===== src/rtl/pwm8_pkg.sv =====
package pwm8_pkg;
  parameter int DIV_W      = 8;
  parameter int PH_W       = 8;
  parameter int WORD_W     = 32;
  parameter int EN_POS     = 31;
  parameter int RELOAD_LSB = 8;
  parameter int DUTY_LSB   = 0;

  typedef struct packed {
    logic             en;
    logic [DIV_W-1:0] reload;
    logic [PH_W-1:0]  duty;
  } pwm_cfg_t;
endpackage


===== src/rtl/pwm8_divider.sv =====
module pwm8_divider #(
  parameter int W = pwm8_pkg::DIV_W
) (
  input  logic         clk,
  input  logic         rst_n,
  input  logic         run,
  input  logic [W-1:0] reload,
  output logic         tick
);
  logic [W-1:0] cnt_q, cnt_n;
  logic [W-1:0] last_val;
  logic         terminal;

  // A code of 0 wraps to all ones, so the count covers 2**W cycles
  assign last_val = reload - 1'b1;
  assign terminal = (cnt_q == last_val);
  assign tick     = run & terminal;

  always_comb begin
    cnt_n = cnt_q;
    if (!run)          cnt_n = '0;
    else if (terminal) cnt_n = '0;
    else               cnt_n = cnt_q + 1'b1;
  end

  always_ff @(posedge clk or negedge rst_n) begin
    if (!rst_n) cnt_q <= '0;
    else        cnt_q <= cnt_n;
  end

  a_r2_cnt_in_range: assert property (@(posedge clk) disable iff (!rst_n)
    cnt_q <= last_val);
  a_r7_div_cleared: assert property (@(posedge clk) disable iff (!rst_n)
    !run |=> (cnt_q == '0));
endmodule


===== src/rtl/pwm8_phase.sv =====
module pwm8_phase #(
  parameter int W = pwm8_pkg::PH_W
) (
  input  logic         clk,
  input  logic         rst_n,
  input  logic         run,
  input  logic         tick,
  input  logic [W-1:0] duty,
  output logic         wrap,
  output logic         high
);
  localparam logic [W:0] FULL = 1 << W;

  logic [W-1:0] phase_q, phase_n;
  logic [W:0]   thresh;

  assign wrap   = tick & (phase_q == {W{1'b1}});
  assign thresh = FULL - {1'b0, duty};
  assign high   = run & (duty != '0) & ({1'b0, phase_q} < thresh);

  always_comb begin
    phase_n = phase_q;
    if (!run)      phase_n = '0;
    else if (tick) phase_n = phase_q + 1'b1;
  end

  always_ff @(posedge clk or negedge rst_n) begin
    if (!rst_n) phase_q <= '0;
    else        phase_q <= phase_n;
  end

  a_r4_phase_only_on_tick: assert property (@(posedge clk) disable iff (!rst_n)
    (run && !tick) |=> $stable(phase_q));
endmodule


===== src/rtl/pwm8_channel.sv =====
module pwm8_channel
  import pwm8_pkg::*;
(
  input  logic              clk,
  input  logic              rst_n,
  input  logic              wr_en,
  input  logic [WORD_W-1:0] wr_data,
  output logic              pwm_out
);
  logic [1:0] rs_q;
  logic       core_rst_n;

  always_ff @(posedge clk or negedge rst_n) begin
    if (!rst_n) rs_q <= '0;
    else        rs_q <= {rs_q[0], 1'b1};
  end
  assign core_rst_n = rs_q[1];

  // Written control word
  pwm_cfg_t ctrl_q, ctrl_n;

  always_comb begin
    ctrl_n = ctrl_q;
    if (wr_en) begin
      ctrl_n.en     = wr_data[EN_POS];
      ctrl_n.reload = wr_data[RELOAD_LSB +: DIV_W];
      ctrl_n.duty   = wr_data[DUTY_LSB +: PH_W];
    end
  end

  always_ff @(posedge clk or negedge core_rst_n) begin
    if (!core_rst_n) ctrl_q <= '0;
    else             ctrl_q <= ctrl_n;
  end

  // Active settings, loaded at start and at each period wrap
  logic             run_q, run_n;
  logic [DIV_W-1:0] act_reload_q, act_reload_n;
  logic [PH_W-1:0]  act_duty_q, act_duty_n;
  logic             tick, wrap, high;

  always_comb begin
    run_n        = run_q;
    act_reload_n = act_reload_q;
    act_duty_n   = act_duty_q;
    if (!ctrl_q.en) begin
      run_n = 1'b0;
    end else if (!run_q || wrap) begin
      run_n        = 1'b1;
      act_reload_n = ctrl_q.reload;
      act_duty_n   = ctrl_q.duty;
    end
  end

  always_ff @(posedge clk or negedge core_rst_n) begin
    if (!core_rst_n) begin
      run_q        <= 1'b0;
      act_reload_q <= '0;
      act_duty_q   <= '0;
    end else begin
      run_q        <= run_n;
      act_reload_q <= act_reload_n;
      act_duty_q   <= act_duty_n;
    end
  end

  pwm8_divider #(.W(DIV_W)) u_div (
    .clk    (clk),
    .rst_n  (core_rst_n),
    .run    (run_q),
    .reload (act_reload_q),
    .tick   (tick)
  );

  pwm8_phase #(.W(PH_W)) u_phase (
    .clk   (clk),
    .rst_n (core_rst_n),
    .run   (run_q),
    .tick  (tick),
    .duty  (act_duty_q),
    .wrap  (wrap),
    .high  (high)
  );

  assign pwm_out = high;

  a_r7_off_goes_low: assert property (@(posedge clk) disable iff (!core_rst_n)
    !ctrl_q.en |=> !pwm_out);
  a_r8_cfg_held_mid_period: assert property (@(posedge clk) disable iff (!core_rst_n)
    (run_q && !wrap) |=> ($stable(act_duty_q) && $stable(act_reload_q)));
  a_r5_period_starts_high: assert property (@(posedge clk) disable iff (!core_rst_n)
    ($rose(run_q) && (act_duty_q != '0)) |-> pwm_out);
  a_r9_reset_low: assert property (@(posedge clk) disable iff (!core_rst_n)
    !run_q |-> !pwm_out);
endmodule


===== config.mk =====
export PLATFORM = sky130hd
export DESIGN_NAME = pwm8_channel
export DESIGN_NICKNAME = d
export VERILOG_FILES = /design/src/rtl/pwm8_pkg.sv /design/src/rtl/pwm8_divider.sv /design/src/rtl/pwm8_phase.sv /design/src/rtl/pwm8_channel.sv
export SDC_FILE = /design/constraint.sdc
export NUM_CORES = 1
export LEC_CHECK = 0
export BUFFER_PORTS_ARGS = -buffer_cell sky130_fd_sc_hd__buf_2
export CAP_MARGIN = 20
export CORE_MARGIN = 2
export CORE_UTILIZATION = 30
export CTS_CLUSTER_DIAMETER = 150
export DETAILED_ROUTE_END_ITERATION = 10
export GPL_TIMING_DRIVEN = 0
export SYNTH_ARGS = -nofsm -noshare
export SYNTH_HDL_FRONTEND = slang
export SYNTH_SLANG_ARGS = --single-unit

===== constraint.sdc =====
create_clock -name clk -period 2.25 [get_ports clk]
set_input_delay 0 -clock clk [delete_from_list [all_inputs] [get_ports clk]]
set_output_delay 0 -clock clk [all_outputs]
set_load 0.02 [all_outputs]

== Word-level counts from Yosys, hierarchy flattened ==
Index checks and enable logic that the tools add are counted.

* $add $sub $neg: 4
* Order comparisons: 1
* Equality and inequality tests: 4
* Multiplexer cells: 6
* Bitwise logic cells: 4
* Reductions and logical operators: 4

{| class="wikitable"
|+ Operators by type and width
! cell !! count
|-
| 8-bit 2-to-1 mux || 4
|-
| 8-bit by 1-bit adder with 8-bit output (second input constant) || 2
|-
| 8-bit by 9-bit < comparator with 1-bit output || 1
|-
| 9-bit by 8-bit subtractor with 9-bit output (first input constant) || 1
|-
| 8-bit == test || 1
|-
| 8-bit == test (second input constant) || 1
|-
| 8-bit nonzero test || 1
|-
| 8-bit by 1-bit subtractor with 8-bit output (second input constant) || 1
|-
| 1-bit bitwise AND || 4
|-
| 2-bit by 1-bit inequality test with 1-bit output (second input constant) || 2
|-
| 1-bit 2-to-1 mux || 2
|-
| 2-bit AND reduction || 1
|-
| 1-bit logical NOT || 1
|-
| 1-bit logical OR || 1
|}

* Bits in registers: 52
* Bits of input ports: 35
* Output and inout port bits: 1
* Word-level logic and storage cells: 32

== Depth between registers and ports, before layout ==
* Word-level depth: 7
* Gate-level depth with buffers: 10
* Mapped depth without buffers: 9

== Modules after synthesis ==
A second synthesis with hierarchy kept.

* Cells, all modules: 227
* Area total of the unflattened synthesis: 2701.3 um^2

{| class="wikitable"
|+ By module, submodules not included
! module !! times used !! cells each !! area each (um^2) !! sequential area each (um^2)
|-
| pwm8_channel || 1 || 76 || 1370.1 || 900.9
|-
| pwm8_phase || 1 || 77 || 679.4 || 200.2
|-
| pwm8_divider || 1 || 74 || 651.9 || 200.2
|}

== Worst setup path before layout ==
No wires, ideal clock.

* Kind: flip-flop to flip-flop
* Start: register act_reload_q[0]
* End: register act_reload_q[0]
* Library setup time: 0.125 ns
* Arrival time: 2.338 ns
* Required time: 2.125 ns
* Slack: -0.213 ns
* Stages on the path, launching flop included: 11
* Path buffers: 2
* Clock period less this slack: 2.463 ns
* Cells stage by stage: dfrtp_1 inv_1 ha_1 o21bai_1 a2111oi_0 or3_1 o211a_1 buf_6 a22oi_4 buf_6 mux2_2

* Cells in the longest elaborated chain, start to end: 6

{| class="wikitable"
|+ Ends and longest elaborated chain
! what !! line !! text
|-
| start: declaration || pwm8_channel.sv:38 || <nowiki>logic [DIV_W-1:0] act_reload_q, act_reload_n;</nowiki>
|-
| start signal: assignment || pwm8_channel.sv:62 || <nowiki>act_reload_q <= act_reload_n;</nowiki>
|-
| 8-bit by 1-bit subtractor with 8-bit output || pwm8_divider.sv:15 || <nowiki>assign last_val = reload - 1'b1;</nowiki>
|-
| 8-bit == test || pwm8_divider.sv:16 || <nowiki>assign terminal = (cnt_q == last_val);</nowiki>
|-
| 1-bit bitwise AND || pwm8_divider.sv:17 || <nowiki>assign tick = run & terminal;</nowiki>
|-
| 1-bit bitwise AND || pwm8_phase.sv:17 || <nowiki>assign wrap = tick & (phase_q == {W{1'b1}});</nowiki>
|-
| 1-bit logical OR || pwm8_channel.sv:48 || <nowiki>end else if (!run_q || wrap) begin</nowiki>
|-
| 2-bit AND reduction (no source line) || n/a ||
|}

No other way between the ends.
A chain may end at the register's enable or synchronous reset.

== Worst setup path after layout ==
* Start: register act_duty_q[2]
* End: output port pwm_out

* Cells in the longest elaborated chain, start to end: 3
* Elaborated cells between the ends (all ways): 5
* Classes of those cells: add/sub (1); order compare (1); bitwise (2); reduce/logical (1)

{| class="wikitable"
|+ Ends and longest elaborated chain
! what !! line !! text
|-
| start: declaration || pwm8_channel.sv:39 || <nowiki>logic [PH_W-1:0] act_duty_q, act_duty_n;</nowiki>
|-
| start signal: assignment || pwm8_channel.sv:63 || <nowiki>act_duty_q <= act_duty_n;</nowiki>
|-
| 9-bit by 8-bit subtractor with 9-bit output / 8-bit nonzero test (equally long branches) || pwm8_phase.sv:18, pwm8_phase.sv:19 ||
|-
| 8-bit by 9-bit < comparator with 1-bit output / 1-bit bitwise AND (equally long branches) || pwm8_phase.sv:19 || <nowiki>assign high = run & (duty != '0) & ({1'b0, phase_q} < thresh);</nowiki>
|-
| 1-bit bitwise AND * || pwm8_phase.sv:19 ||
|-
| end: declaration || pwm8_channel.sv:8 || <nowiki>output logic pwm_out</nowiki>
|}

Every way passes the cells marked *; elsewhere a longest branch is shown, timed or not.

==> run_results.csv <==
group,metric,value,unit
run_status,status,"finished with violations",
run_status,violations,"setup timing",
worst_setup_path,end_kind,"output pin",
worst_setup_path,rr_endpoint,"act_duty_q[0]$_DFFE_PN0P_",
worst_setup_path,cp_data_arrival_time,2610,ps
floorplanning,io_pins,36,
worst_setup_path,max_stage_delay,590,ps
timing,timing.final.crit_share,116.2,%
worst_setup_path,worst-setup-path-type,"flop to output pin",
timing,skew,7.283,ps
grt,grt_usage,11.23,%
synthesis,synth_warnings,0,
power,leakagePower,1.706,nW
timing,grt_setup_unrepaired,"true",
synthesis,syn_area,0.002705,mm²
timing,setup_violations,23,
floorplanning,floorplan.initialDensity,31.02,%
grt,grt_max_degree,28,
cts,cts_tree,"yes",
synthesis,syn_inst,229,
drt,post_drt_wl_per_cell,13.71,µm
placed_design,gp_congestion,0.7922,
grt,grt_overflow,0,
timing,hold_ws,253.7,ps
worst_setup_path,crit_chain,"or4_4, nor2_4, xor2_1, ha_1, a21o_1, a2111oi_4, o21a_1, buf_6",
timing,fin_ws,-364.5,ps
min_path,hold_path_class,"flop to async pin",
timing,min_period,2614,ps
cts,clockBufferDepth,2,
timing,drv_slew,0,
worst_setup_path,worstPathMaxFanout,3,
power,ir_drop,388.2,µV
finish,area_growth,32.75,%
worst_setup_path,r2r_setup_slack,-190,ps
floorplanning,rows,34,
flow_run,drv_cap,0,
timing,timing.setup.tns,-3643,ps
floorplanning,dieHeight,98.96,µm
synthesis,avgSynthCellArea,11.81,µm²
finish,nFillCells,810,
finish,final_core_util,41.18,%
finish,seqCellArea,0.001308,mm²
worst_setup_path,crit_slowest_cell,"or4_4",
cts,h-tree-depth,2,
synthesis,ys_types,42,
worst_setup_path,start_kind,"flop",
drt,drtAntennaViolNets,0,
cts,cts_buffers,5,
finish,multi_input_area,0.001531,mm²
finish,fin_nets,337,
finish,drive_gt1_share,37.67,%
synthesis,yosys_most_used_dff,"dfrtp_1",
timing,tightestPinTransition,556.1,ps
drt,viasPerCell,4.860,
timing,finalHoldViolCount,0,
synthesis,ys_seq_area_share,48.10,%
floorplanning,core,0.008721,mm²
placed_design,io_buffers,19,
placed_design,dp_hpwl,3542,µm
grt,grt_pass1_vias,1878,
grt,antenna_found_initial,0,
drt,drtIter0Drc,73,
drt,drc,0,
synthesis,yosys.area.top_type_share,48.10,%
worst_setup_path,reg2reg_from,"act_reload_q[2]$_DFFE_PN0P_",
synthesis,ys_ff_latch,52,
cts,clkSlewWorstSetupHoldPaths,90,ps
timing,slew_headroom,62.58,%
worst_setup_path,crit_required,2250,ps
cts,root_buffer,"clkbuf_8",
finish,final_cell_mix,"47 x dfrtp_1, 19 x buf_2, 19 x dlygate4sd3_1",
power,power_per_cell_area,747.2,mW/mm²
synthesis,synthTopCellsByArea,"dfrtp_1 48%, mux2_2 11%, ha_1 5.1%",
synthesis,synth-edff-count,0,
synthesis,async_flop_share,100.0,%
drt,drt-total-wl,5482,µm
floorplanning,die_w,98.96,µm
cts,cts_sinks,52,
drt,first_pass_iters,4,
grt,grt_pass1_wl,8990,µm
synthesis,syn_nets,275,
drt,vias,1944,
synthesis,synth_top_area_cell,"dfrtp_1",
timing,fmax,382.5,MHz
worst_setup_path,rr_worst_depth,7,
floorplanning,floorplan.die_area,0.009792,mm²
cts,clk_latency,310,ps
finish,antennaDiodeCount,0,
finish,final_common_cell,"dfrtp_1",
## through the flow
stage                     setup slack [ps]  instance area (µm²)  total power (W)  std cells
after detailed placement            -424.2                 2982         0.001861        357
after global routing                -500.2                 3591         0.002845        400
after global placement              -405.7                 2960         0.001832        356
final                               -364.5                 3591         0.002683        400
after CTS                           -387.8                 3435         0.002528        395
after floorplan                     -141.9                 2730         0.001706        229
## area by class of cell
cell class / count / share of cell area (%)
well taps: 108 / 3.763
clock buffers: 6 / 2.021
clock inverters: 2 / 0.3484
flip-flops and latches: 52 / 36.41
inverters: 9 / 0.9408
multi-input cells: 160 / 42.65
repair buffers: 56 / 12.79
plain buffers: 7 / 1.080
## worst max-delay path: cells and delay by family, from the launching register on
family,cells,cell delay (ps)
buf+inv,1,130
fa+ha+maj,1,260
compound gates,3,670
flops,1,400
simple gates,2,690
xor+xnor,1,160
## cell usage after synthesis, types with 3 or more instances
library cell / number
inv_1: 8
ha_1: 11
mux2_2: 26
clkbuf_1: 4
a211oi_1: 3
a21oi_1: 5
nand3_1: 8
nand4_1: 4
mux2i_1: 4
or3_1: 5
a21o_1: 4
xor2_1: 15
nor2_1: 15
nand2_1: 10
xnor2_1: 4
nand2b_1: 7
dfrtp_1: 52
nor4_1: 4
mux2_4: 7
and3_1: 3
## power by group
part	switching [W]	internal [W]
Sequential	0.000180	0.00107
Clock	0.000309	0.000218
Combinational	0.000377	0.000532
Total	0.000867	0.00182
## worst max path at each step
stage / start / end / slack [ps] / cells past startpoint
final: act_duty_q[2]$_DFFE_PN0P_ / pwm_out / -360 / 8
after global routing: act_duty_q[2]$_DFFE_PN0P_ / pwm_out / -500 / 7
after CTS: act_duty_q[3]$_DFFE_PN0P_ / pwm_out / -390 / 7
after detailed placement: act_reload_q[0]$_DFFE_PN0P_ / act_reload_q[1]$_DFFE_PN0P_ / -420 / 10
after global placement: act_reload_q[0]$_DFFE_PN0P_ / act_reload_q[2]$_DFFE_PN0P_ / -410 / 10
after floorplan: act_reload_q[0]$_DFFE_PN0P_ / act_reload_q[0]$_DFFE_PN0P_ / -140 / 10
## metal layers
layer	track usage (%)	up-vias	wire [µm]
li1	-	940	-
met1	14.80	976	2579
met2	18.71	22	2716
met3	1.915	6	116
met4	3.793	0	69
met5	0	-	0
## flip-flops by register name, indices dropped and copies added (netlist names)
name	count
act_duty_q	8
u_phase.phase_q	8
run_q	1
u_div.cnt_q	8
ctrl_q	17
rs_q	2
act_reload_q	8
## repair_timing
item / CTS / global route
resized for setup: 20 / 21
pin swaps: 12 / 13
hold buffers: 19 / 0
gates cloned: 1 / 0
endpoints found under the setup margin: 28 / 33
buffers inserted: 10 / 7
endpoints found under the hold margin: 19 / 0
## cells by family (layout without fill, tap and decap cells)
kind of cell / Yosys count / count (layout) / share of synthesized area [%]
multiplexers: 37 / 37 / 16.19
flip-flops: 52 / 52 / 48.10
adder cells (fa/ha/maj): 11 / 11 / 5.088
AND/OR/NAND/NOR: 66 / 66 / 12.90
AO/OA/AOI/OAI: 25 / 25 / 7.632
buffers and inverters: 17 / 80 / 2.960
XOR/XNOR: 20 / 20 / 6.984
other: 1 / 1 / 0.1386
Note: power is estimated with default switching activity, not from simulation.
